==> src/rtl/uart_irq_pkg.sv <==
package uart_irq_pkg;

    typedef enum logic {
        TX_QUIET = 1'b0,
        TX_PEND  = 1'b1
    } tx_state_e;

    typedef struct packed {
        logic tbe;
        logic rbf;
    } irq_en_t;

endpackage

==> src/rtl/uart_irq_regs.sv <==
module uart_irq_regs
    import uart_irq_pkg::*;
#(
    parameter int ADDR_W  = 2,
    parameter int DATA_W  = 8,
    parameter int A_EN    = 0,
    parameter int A_THR   = 1,
    parameter int A_IDENT = 2,
    parameter int A_STAT  = 3
) (
    input  logic              clk,
    input  logic              rst_n,
    input  logic              bus_wr,
    input  logic              bus_rd,
    input  logic [ADDR_W-1:0] bus_addr,
    input  logic [DATA_W-1:0] bus_wdata,
    output irq_en_t           en,
    output irq_en_t           en_next,
    output logic              tbe_rise,
    output logic              thr_wr,
    output logic              ident_rd,
    output logic              stat_rd
);

    logic en_wr;

    always_comb begin
        en_wr    = bus_wr && (bus_addr == ADDR_W'(A_EN));
        thr_wr   = bus_wr && (bus_addr == ADDR_W'(A_THR));
        ident_rd = bus_rd && (bus_addr == ADDR_W'(A_IDENT));
        stat_rd  = bus_rd && (bus_addr == ADDR_W'(A_STAT));
        en_next  = en;
        if (en_wr) begin
            en_next.rbf = bus_wdata[0];
            en_next.tbe = bus_wdata[1];
        end
        tbe_rise = en_next.tbe && !en.tbe;
    end

    always_ff @(posedge clk) begin
        if (!rst_n) en <= '0;
        else        en <= en_next;
    end

endmodule

==> src/rtl/uart_irq_txfsm.sv <==
module uart_irq_txfsm
    import uart_irq_pkg::*;
(
    input  logic clk,
    input  logic rst_n,
    input  logic core_mode,
    input  logic tbe_en_next,
    input  logic tbe_rise,
    input  logic thr_empty,
    input  logic thr_wr,
    input  logic ident_rd,
    input  logic tx_dma_done,
    output logic tx_pend,
    output logic tx_pend_next
);

    tx_state_e state, state_n;
    logic      empty_q;
    logic      set_evt, clr_evt;

    always_comb begin
        if (core_mode)
            set_evt = tbe_en_next && thr_empty && (!empty_q || tbe_rise);
        else
            set_evt = tx_dma_done;
        clr_evt = thr_wr || ident_rd;
    end

    always_comb begin
        state_n = state;
        unique case (state)
            TX_QUIET: if (set_evt && !clr_evt) state_n = TX_PEND;
            TX_PEND:  if (clr_evt)             state_n = TX_QUIET;
            default:  state_n = TX_QUIET;
        endcase
    end

    always_ff @(posedge clk) begin
        if (!rst_n) begin
            state   <= TX_QUIET;
            empty_q <= 1'b1;
        end else begin
            state   <= state_n;
            empty_q <= thr_empty;
        end
    end

    always_comb begin
        tx_pend      = (state == TX_PEND);
        tx_pend_next = (state_n == TX_PEND);
    end

    a_r4_thr_write_clears: assert property (@(posedge clk) disable iff (!rst_n)
        thr_wr |=> !tx_pend);

    a_r5_ident_read_clears: assert property (@(posedge clk) disable iff (!rst_n)
        ident_rd |=> !tx_pend);

    a_r6_enable_raises: assert property (@(posedge clk) disable iff (!rst_n)
        (core_mode && tbe_rise && thr_empty && !thr_wr && !ident_rd) |=> tx_pend);

endmodule

==> src/rtl/uart_irq_rxpend.sv <==
module uart_irq_rxpend (
    input  logic clk,
    input  logic rst_n,
    input  logic rx_err,
    input  logic rx_dma_done,
    input  logic stat_rd,
    output logic err_pend,
    output logic dma_pend,
    output logic err_next,
    output logic dma_next
);

    always_comb begin
        err_next = rx_err      || (err_pend && !stat_rd);
        dma_next = rx_dma_done || (dma_pend && !stat_rd);
    end

    always_ff @(posedge clk) begin
        if (!rst_n) begin
            err_pend <= 1'b0;
            dma_pend <= 1'b0;
        end else begin
            err_pend <= err_next;
            dma_pend <= dma_next;
        end
    end

    a_r9_read_clears: assert property (@(posedge clk) disable iff (!rst_n)
        (stat_rd && !rx_err && !rx_dma_done) |=> (!err_pend && !dma_pend));

    a_r9_event_survives: assert property (@(posedge clk) disable iff (!rst_n)
        rx_err |=> err_pend);

endmodule

==> src/rtl/uart_irq_ctrl.sv <==
module uart_irq_ctrl
    import uart_irq_pkg::*;
#(
    parameter int ADDR_W = 2,
    parameter int DATA_W = 8
) (
    input  logic              clk,
    input  logic              rst_n,
    input  logic              dma_mode,
    input  logic              rx_full,
    input  logic              thr_empty,
    input  logic              rx_err,
    input  logic              rx_dma_done,
    input  logic              tx_dma_done,
    input  logic              bus_wr,
    input  logic              bus_rd,
    input  logic [ADDR_W-1:0] bus_addr,
    input  logic [DATA_W-1:0] bus_wdata,
    output logic [DATA_W-1:0] bus_rdata,
    output logic              thr_load,
    output logic [DATA_W-1:0] thr_data,
    output logic              irq_rx,
    output logic              irq_tx
);

    localparam int A_EN    = 0;
    localparam int A_THR   = 1;
    localparam int A_IDENT = 2;
    localparam int A_STAT  = 3;
    localparam logic [DATA_W-1:0] ID_ERR  = DATA_W'(6);
    localparam logic [DATA_W-1:0] ID_RXD  = DATA_W'(4);
    localparam logic [DATA_W-1:0] ID_THR  = DATA_W'(2);
    localparam logic [DATA_W-1:0] ID_NONE = '1;

    irq_en_t en, en_next;
    logic    tbe_rise, thr_wr, ident_rd, stat_rd;
    logic    tx_pend, tx_next;
    logic    err_pend, dma_pend, err_next, dma_next;
    logic    core_mode;
    logic    irq_rx_d, irq_tx_d;
    logic [DATA_W-1:0] ident_code;

    assign core_mode = !dma_mode;

    uart_irq_regs #(
        .ADDR_W(ADDR_W), .DATA_W(DATA_W),
        .A_EN(A_EN), .A_THR(A_THR), .A_IDENT(A_IDENT), .A_STAT(A_STAT)
    ) u_regs (
        .clk(clk), .rst_n(rst_n),
        .bus_wr(bus_wr), .bus_rd(bus_rd), .bus_addr(bus_addr), .bus_wdata(bus_wdata),
        .en(en), .en_next(en_next), .tbe_rise(tbe_rise),
        .thr_wr(thr_wr), .ident_rd(ident_rd), .stat_rd(stat_rd)
    );

    uart_irq_txfsm u_tx (
        .clk(clk), .rst_n(rst_n), .core_mode(core_mode),
        .tbe_en_next(en_next.tbe), .tbe_rise(tbe_rise), .thr_empty(thr_empty),
        .thr_wr(thr_wr), .ident_rd(ident_rd), .tx_dma_done(tx_dma_done),
        .tx_pend(tx_pend), .tx_pend_next(tx_next)
    );

    uart_irq_rxpend u_rx (
        .clk(clk), .rst_n(rst_n), .rx_err(rx_err), .rx_dma_done(rx_dma_done),
        .stat_rd(stat_rd), .err_pend(err_pend), .dma_pend(dma_pend),
        .err_next(err_next), .dma_next(dma_next)
    );

    // Request lines follow the next-state view so they move on the sampling edge.
    always_comb begin
        if (core_mode) begin
            irq_rx_d = (en_next.rbf && (rx_full || err_next)) || (en_next.tbe && tx_next);
            irq_tx_d = 1'b0;
        end else begin
            irq_rx_d = dma_next || err_next;
            irq_tx_d = tx_next;
        end
    end

    always_ff @(posedge clk) begin
        if (!rst_n) begin
            irq_rx <= 1'b0;
            irq_tx <= 1'b0;
        end else begin
            irq_rx <= irq_rx_d;
            irq_tx <= irq_tx_d;
        end
    end

    always_comb begin
        if (err_pend)                                ident_code = ID_ERR;
        else if (core_mode && en.rbf && rx_full)     ident_code = ID_RXD;
        else if (tx_pend && (dma_mode || en.tbe))    ident_code = ID_THR;
        else                                         ident_code = ID_NONE;
    end

    always_comb begin
        bus_rdata = '0;
        if (bus_rd) begin
            unique case (bus_addr)
                ADDR_W'(A_EN):    bus_rdata = DATA_W'({en.tbe, en.rbf});
                ADDR_W'(A_IDENT): bus_rdata = ident_code;
                ADDR_W'(A_STAT):  bus_rdata = DATA_W'({err_pend, dma_pend});
                default:          bus_rdata = '0;
            endcase
        end
        thr_load = thr_wr;
        thr_data = bus_wdata;
    end

    a_r2_core_tx_idle: assert property (@(posedge clk) disable iff (!rst_n)
        !dma_mode |=> !irq_tx);

    a_r10_error_first: assert property (@(posedge clk) disable iff (!rst_n)
        (bus_rd && bus_addr == ADDR_W'(A_IDENT) && err_pend) |-> bus_rdata == ID_ERR);

    a_r8_dma_rx_hold: assert property (@(posedge clk) disable iff (!rst_n)
        (dma_mode && irq_rx && !stat_rd) |=> irq_rx);

endmodule

==> config.mk <==
export PLATFORM = sky130hd
export DESIGN_NAME = uart_irq_ctrl
export DESIGN_NICKNAME = d
export VERILOG_FILES = /design/src/rtl/uart_irq_pkg.sv /design/src/rtl/uart_irq_regs.sv /design/src/rtl/uart_irq_txfsm.sv /design/src/rtl/uart_irq_rxpend.sv /design/src/rtl/uart_irq_ctrl.sv
export SDC_FILE = /design/constraint.sdc
export NUM_CORES = 1
export LEC_CHECK = 0
export BUFFER_PORTS_ARGS = -buffer_cell sky130_fd_sc_hd__buf_2
export CAP_MARGIN = 20
export CORE_UTILIZATION = 43
export DETAILED_ROUTE_END_ITERATION = 16
export PLACE_DENSITY = 0.8
export SYNTH_ARGS = -nofsm -noshare
export SYNTH_HDL_FRONTEND = slang
export SYNTH_SLANG_ARGS = --single-unit
==> constraint.sdc <==
create_clock -name clk -period 3.7 [get_ports clk]
set_input_delay 0.37 -clock clk [delete_from_list [all_inputs] [get_ports clk]]
set_output_delay 0.37 -clock clk [all_outputs]
set_load 0.005 [all_outputs]
=== After elaboration in Yosys (flattened, before gate mapping) ===
Index checks and enable logic that the tools add are counted.
Widths: inputs -> output; s select.

* Eq/ne operators: 3
* Multiplexer cells: 11
* Bitwise gates (word level): 1
* Reduce and logical (&&, ||, !) cells: 30

{| class="wikitable"
|+ Operator list
! operator !! count
|-
| $mux 8 || 4
|-
| $pmux 8 s3 || 1
|-
| $logic_and 1x1->1 || 15
|-
| $logic_or 1x1->1 || 8
|-
| $logic_not 1->1 || 5
|-
| $eq 2x2->1 const B || 2
|-
| $mux 1 || 4
|-
| $eq 2x1->1 const B || 1
|-
| $logic_not 2->1 || 1
|-
| $mux 2 || 1
|-
| $pmux 1 s2 || 1
|-
| $reduce_and 2->1 || 1
|-
| $not 1->1 || 1
|}

* Register bits after elaboration: 8
* Input bits: 20
* Logic and storage cells: 53

=== Longest topological paths before layout ===
* Depth after elaboration: 13
* Depth in mapped cells: 5

=== Cells and area by module ===
From an unflattened synthesis, not the netlist that was laid out.

* Cells, all modules: 71
* Area, all modules: 620.6 um2

{| class="wikitable"
|+ Modules (own cells, without submodules)
! module !! instances !! cells an instance !! area an instance (um2) !! seq. area each (um2)
|-
| uart_irq_ctrl || 1 || 38 || 284.0 || 40.0
|-
| uart_irq_regs || 1 || 16 || 158.9 || 40.0
|-
| uart_irq_txfsm || 1 || 9 || 97.6 || 40.0
|-
| uart_irq_rxpend || 1 || 8 || 80.1 || 40.0
|}

=== Worst setup path before layout ===
OpenSTA, ideal clock, no wires.

* Path kind: input -> output
* From: in bus_addr[1]
* To: out bus_rdata[4]
* Arrival time: 1272 ps
* Path slack: 2058 ps
* Stages on the path: 5
* Buffers on the path: 2
* Path through: buf_6 or2b_1 nor4_2 and2_1 buf_4

* Cells in the longest elaborated chain, start to end: 3
* Elaborated cells between the ends (all ways): 5
* Classes of those cells: eq/ne (2); mux (2); reduce/logical (1)

{| class="wikitable"
|+ RTL lines
! element !! RTL line !! text
|-
| from (decl) || uart_irq_ctrl.sv:17 || <nowiki>input logic [ADDR_W-1:0] bus_addr,</nowiki>
|-
| $eq 2x2->1 / $logic_not 2->1 (equally long branches) || uart_irq_ctrl.sv:99 || <nowiki>unique case (bus_addr)</nowiki>
|-
| $pmux 8 s3 * || uart_irq_ctrl.sv:99 ||
|-
| $mux 8 * || uart_irq_ctrl.sv:98 || <nowiki>if (bus_rd) begin</nowiki>
|-
| to (decl) || uart_irq_ctrl.sv:19 || <nowiki>output logic [DATA_W-1:0] bus_rdata,</nowiki>
|}

Mark *: on every way between the ends. The rest lies on a longest branch, timed or not.

=== Final worst setup path ===
* From: reg, netlist name u_regs.en[1]
* To: out bus_rdata[0]

* Cells in the longest elaborated chain, start to end: 7

{| class="wikitable"
|+ RTL lines
! element !! RTL line !! text
|-
| $logic_or 1x1->1 || uart_irq_ctrl.sv:92 || <nowiki>else if (tx_pend && (dma_mode || en.tbe)) ident_code = ID_THR;</nowiki>
|-
| $logic_and 1x1->1 || uart_irq_ctrl.sv:92 ||
|-
| $mux 8 || uart_irq_ctrl.sv:92 ||
|-
| $mux 8 || uart_irq_ctrl.sv:91 || <nowiki>else if (core_mode && en.rbf && rx_full) ident_code = ID_RXD;</nowiki>
|-
| $mux 8 || uart_irq_ctrl.sv:90 || <nowiki>if (err_pend) ident_code = ID_ERR;</nowiki>
|-
| $pmux 8 s3 || uart_irq_ctrl.sv:99 ||
|-
| $mux 8 || uart_irq_ctrl.sv:98 ||
|}

No other way between the ends.

==> metrics.md <==
| Metric | Value |
|---|---|
| DP Wirelength | `831.5 um` |
| Depth of the worst hold-timing path | `3` |
| Worst setup slack after placement | `approximately 1.9 ns` |
| Largest net degree at the start of global routing | `11` |
| Per-cell routed wire length | `approximately 11 um` |
| Number of distinct library cells after synthesis | `27` |
| Maximum cell stage delay along the critical path | `0.34 ns` |
| Net switching component of the power | `0.00005159 W` |
| Number of flops mapped to enable cells by yosys | `0` |
| Post-Syn Area | `574.3 um^2` |
| Clock buffer depth | `2` |
| Antenna violations before repair | `0` |
| Diodes inserted | `0` |
| Post-detailed-route DRC marker count | `0` |
| Fraction of synthesized cell area taken by the top area cell type | `27.89%` |
| Clk pwr share | `32.3%` |
| I/O pin total | `39` |
| Floorplan die area | `between 1000 and 1500 um^2` |
| Count of endpoints failing setup in the final report | `0` |
| Share of power burned in combinational logic | `a little over a fifth` |
| Via count of the first global-routing pass | `405` |
| Final hold vios | `0` |
| Die outline width | `38.55 um` |
| Critical Path RT | `between 3 and 4 ns` |
| CTS tree | `yes` |
| Final RePlAce weighted congestion | `between 0.6 and 0.7` |
| Max Fanout on Critical Path | `4` |
| Global-route wire length before repair | `1593 um` |
| Setup tns final | `0 ns` |
| Reg clk slew, reported paths | `0.05 ns` |
| # Max-Cap Violations | `0` |
| Clock skew after layout | `just under 0.002 ns` |
| Slowest cell on the critical path | `sky130_fd_sc_hd__dfxtp_1` |
| Antenna Nets Post-Route | `0` |
| Run status | `finished, final reports clean` |
| Number of max-slew violations in the final report | `0` |
| Fraction of final layout cells sized beyond drive strength 1 | `44.87%` |
| PostCTS Resize Cnt | `0` |
| Number of core rows | `12` |
| Reg2Reg Capture Point | `irq_rx` |
| Post-synthesis register bit count | `8` |
| Clock latency on the worst-skew pair | `0.25 ns` |
| Worst hold start | `thr_empty` |
| Synthesis-to-layout area growth | `10.02%` |
| Worst slew margin relative to its limit | `76.59%` |
| Final wirelength | `1043 um` |
| GRT Overall Usage | `15.70%` |
| Highest clock rate | `0.5339 GHz` |
| Number of vias after detailed routing | `468` |
| CP cell instances | `o21a_1 -> nor4_2 -> o21ai_1 -> a21boi_1 -> buf_2` |
| Design internal power | `0.0001498 W` |
| CTS Sinks | `8` |
| Sequential share of power | `46.8%` |
| Core area | `approximately 1200 um^2` |
| Ranking of synthesized cells by area | `sky130_fd_sc_hd__dfxtp_1, sky130_fd_sc_hd__buf_4, sky130_fd_sc_hd__nor2b_1` |
| Congestion Overflow GR | `0` |
| Unrepaired setup endpoints after global routing | `no` |
| Proportion of synthesized flip-flops having asynchronous set or reset | `0%` |
| Vias per inst | `5.087` |
| Average cell area after synthesis | `9.116 um^2` |
| Count of hold-fix buffers inserted at cts | `0` |
| Number of setup buffers added after CTS | `0` |
| Die H | `38.55 um` |
| Min Tclk post-route | `approximately 1.9 ns` |
| Slack of the worst reg-to-reg path | `2.55 ns` |
| Synth Net Count | `83` |
| Setup Crit Path Kind | `register to primary output` |
| DRC violation total after the first TritonRoute iteration | `5` |
| Total of warnings raised by yosys | `0` |
| Maximum resistive drop on vdd | `0.0002533 V` |
| Critical Path AT | `1.50 ns` |
| Number of levels the H-tree was split into | `1` |
| Largest area contributor in the netlist | `sky130_fd_sc_hd__dfxtp_1` |
| Min-Delay Endpoint | `u_tx.empty_q` |
| Worst flop-to-flop path startpoint | `u_regs.en[1]` |
| Element type at the critical path end | `primary output` |
| Starting utilization of the core area | `49.04%` |
| Leakage dissipation | `0.3338 nW` |
| Actual transition at the worst max-transition pin | `0.3490 ns` |
| Count of buffers inserted at the top-level ports | `26` |
| DRT Pass-1 Iters | `4` |
| Number of filler cells placed in the layout | `between 100 and 150` |
| Worst setup margin | `1.827 ns` |
| Clock Tree Root | `sky130_fd_sc_hd__clkbuf_4` |
| Post-synthesis instance total | `63` |
| Post-synthesis sequential area ratio | `~28%` |
| Fraction of the cycle the final worst path needs | `about half` |
| Hold crit path type | `input port to register` |
| Critical Path Start Type | `register` |
| Switching Share | `approximately 26%` |
| Net count, final | `100` |
| Worst reg-to-reg path cell count | `3` |
| Power Density | `318.7 nW/um^2` |
| TritonCTS buffer count | `3` |
| Leading register cell type out of synthesis | `sky130_fd_sc_hd__dfxtp_1` |
-- layout make-up --
type | instances | area (um^2) | area share [%]
clock buffer | 3 | 22.52 | 3.564
tap | 14 | 17.52 | 2.772
sequential | 8 | 160.2 | 25.35
inverter | 2 | 7.507 | 1.188
multi-input combinational | 39 | 294.0 | 46.53
timing repair buffer | 26 | 130.1 | 20.59
-- cells by family after synthesis --
kind of cell    Yosys count  share of synthesized area, %
flops                     8                         27.89
buf+inv                  16                         20.92
simple gates             22                         26.80
mux                       2                         4.357
compound gates           15                         20.04
-- routing by layer --
layer  up-vias  global-route usage, %  wire [um]
li1        241                      -          -
met1       199                  20.00        479
met2        28                  24.17        477
met3         0                  5.233         86
met4         0                  6.034          0
met5         -                      0          0
-- cell usage after synthesis, drive strengths merged (2+ instances only) --
cell / n
buf: 14
dfxtp: 8
a21oi: 4
nor2b: 4
a211oi: 3
and2: 3
nand2: 3
nor2: 3
and3b: 2
inv: 2
nand3: 2
nor3b: 2
-- state kept, by name (all words and copies together) (netlist names) --
name / count
u_rx.err_pend: 1
u_tx.empty_q: 1
u_regs.en: 2
u_tx.tx_pend: 1
irq_tx: 1
irq_rx: 1
u_rx.dma_pend: 1
-- worst max-delay path by stage --
| stage | slack (ns) | start | cells after the start | end |
|---|---|---|---|---|
| 2_1_floorplan | 2.06 | bus_addr[1] | 5 | bus_rdata[4] |
| 3_3_place_gp | 1.93 | dma_mode | 6 | bus_rdata[0] |
| 3_5_place_dp | 1.91 | dma_mode | 6 | bus_rdata[0] |
| 4_1_cts | 1.82 | u_regs.en[1] | 5 | bus_rdata[0] |
| 5_1_grt | 1.71 | u_regs.en[1] | 4 | bus_rdata[5] |
| 6_report | 1.83 | u_regs.en[1] | 5 | bus_rdata[0] |
-- critical path: cells and delay by family, from the launching register on --
family	cells	cell delay, ns
AOI/OAI and AO/OA	3	0.46
DFF	1	0.34
and+or+nand+nor	1	0.32
buffers and inverters	1	0.12
-- placed cells by master (no fill, tap or decap), drive strengths merged --
cell type,instances
nor2b,4
o21a,1
and2,3
buf,26
nor2,3
nand3,2
o21ba,1
a21oi,4
o311a,1
a21boi,1
dfxtp,8
nor3b,2
or2b,1
o211a,1
mux2,1
inv,2
nand2,3
clkbuf,3
o21bai,1
and2b,1
o21ai,1
nor4,1
a211oi,3
and3b,2
mux2i,1
a221oi,1
-- power by group through the flow --
| stage | logic, W | clock network [W] | registers (W) |
|---|---|---|---|
| floorplan | 0.0000348 | 0 | 0.0000956 |
| global placement | 0.0000411 | 0 | 0.0000960 |
| detailed placement | 0.0000419 | 0 | 0.0000960 |
| CTS | 0.0000422 | 0.0000666 | 0.0000943 |
| global route | 0.0000467 | 0.0000726 | 0.0000946 |
| finish | 0.0000420 | 0.0000650 | 0.0000943 |
-- per-stage QoR --
stage          total power (W)  instance area [um^2]  hold WS [ns]  instances  util (%)
2_1_floorplan        0.0001304                 574.3        0.4387         63         -
3_3_place_gp         0.0001370                 609.3        0.5128         89     52.03
3_5_place_dp         0.0001379                 609.3        0.5317         89     52.03
4_1_cts              0.0002030                 631.9        0.3033         92     53.95
5_1_grt              0.0002139                 631.9        0.3051         92     53.95
6_report             0.0002014                 631.9        0.3029         92     53.95
(Power assumes the default switching activity.)
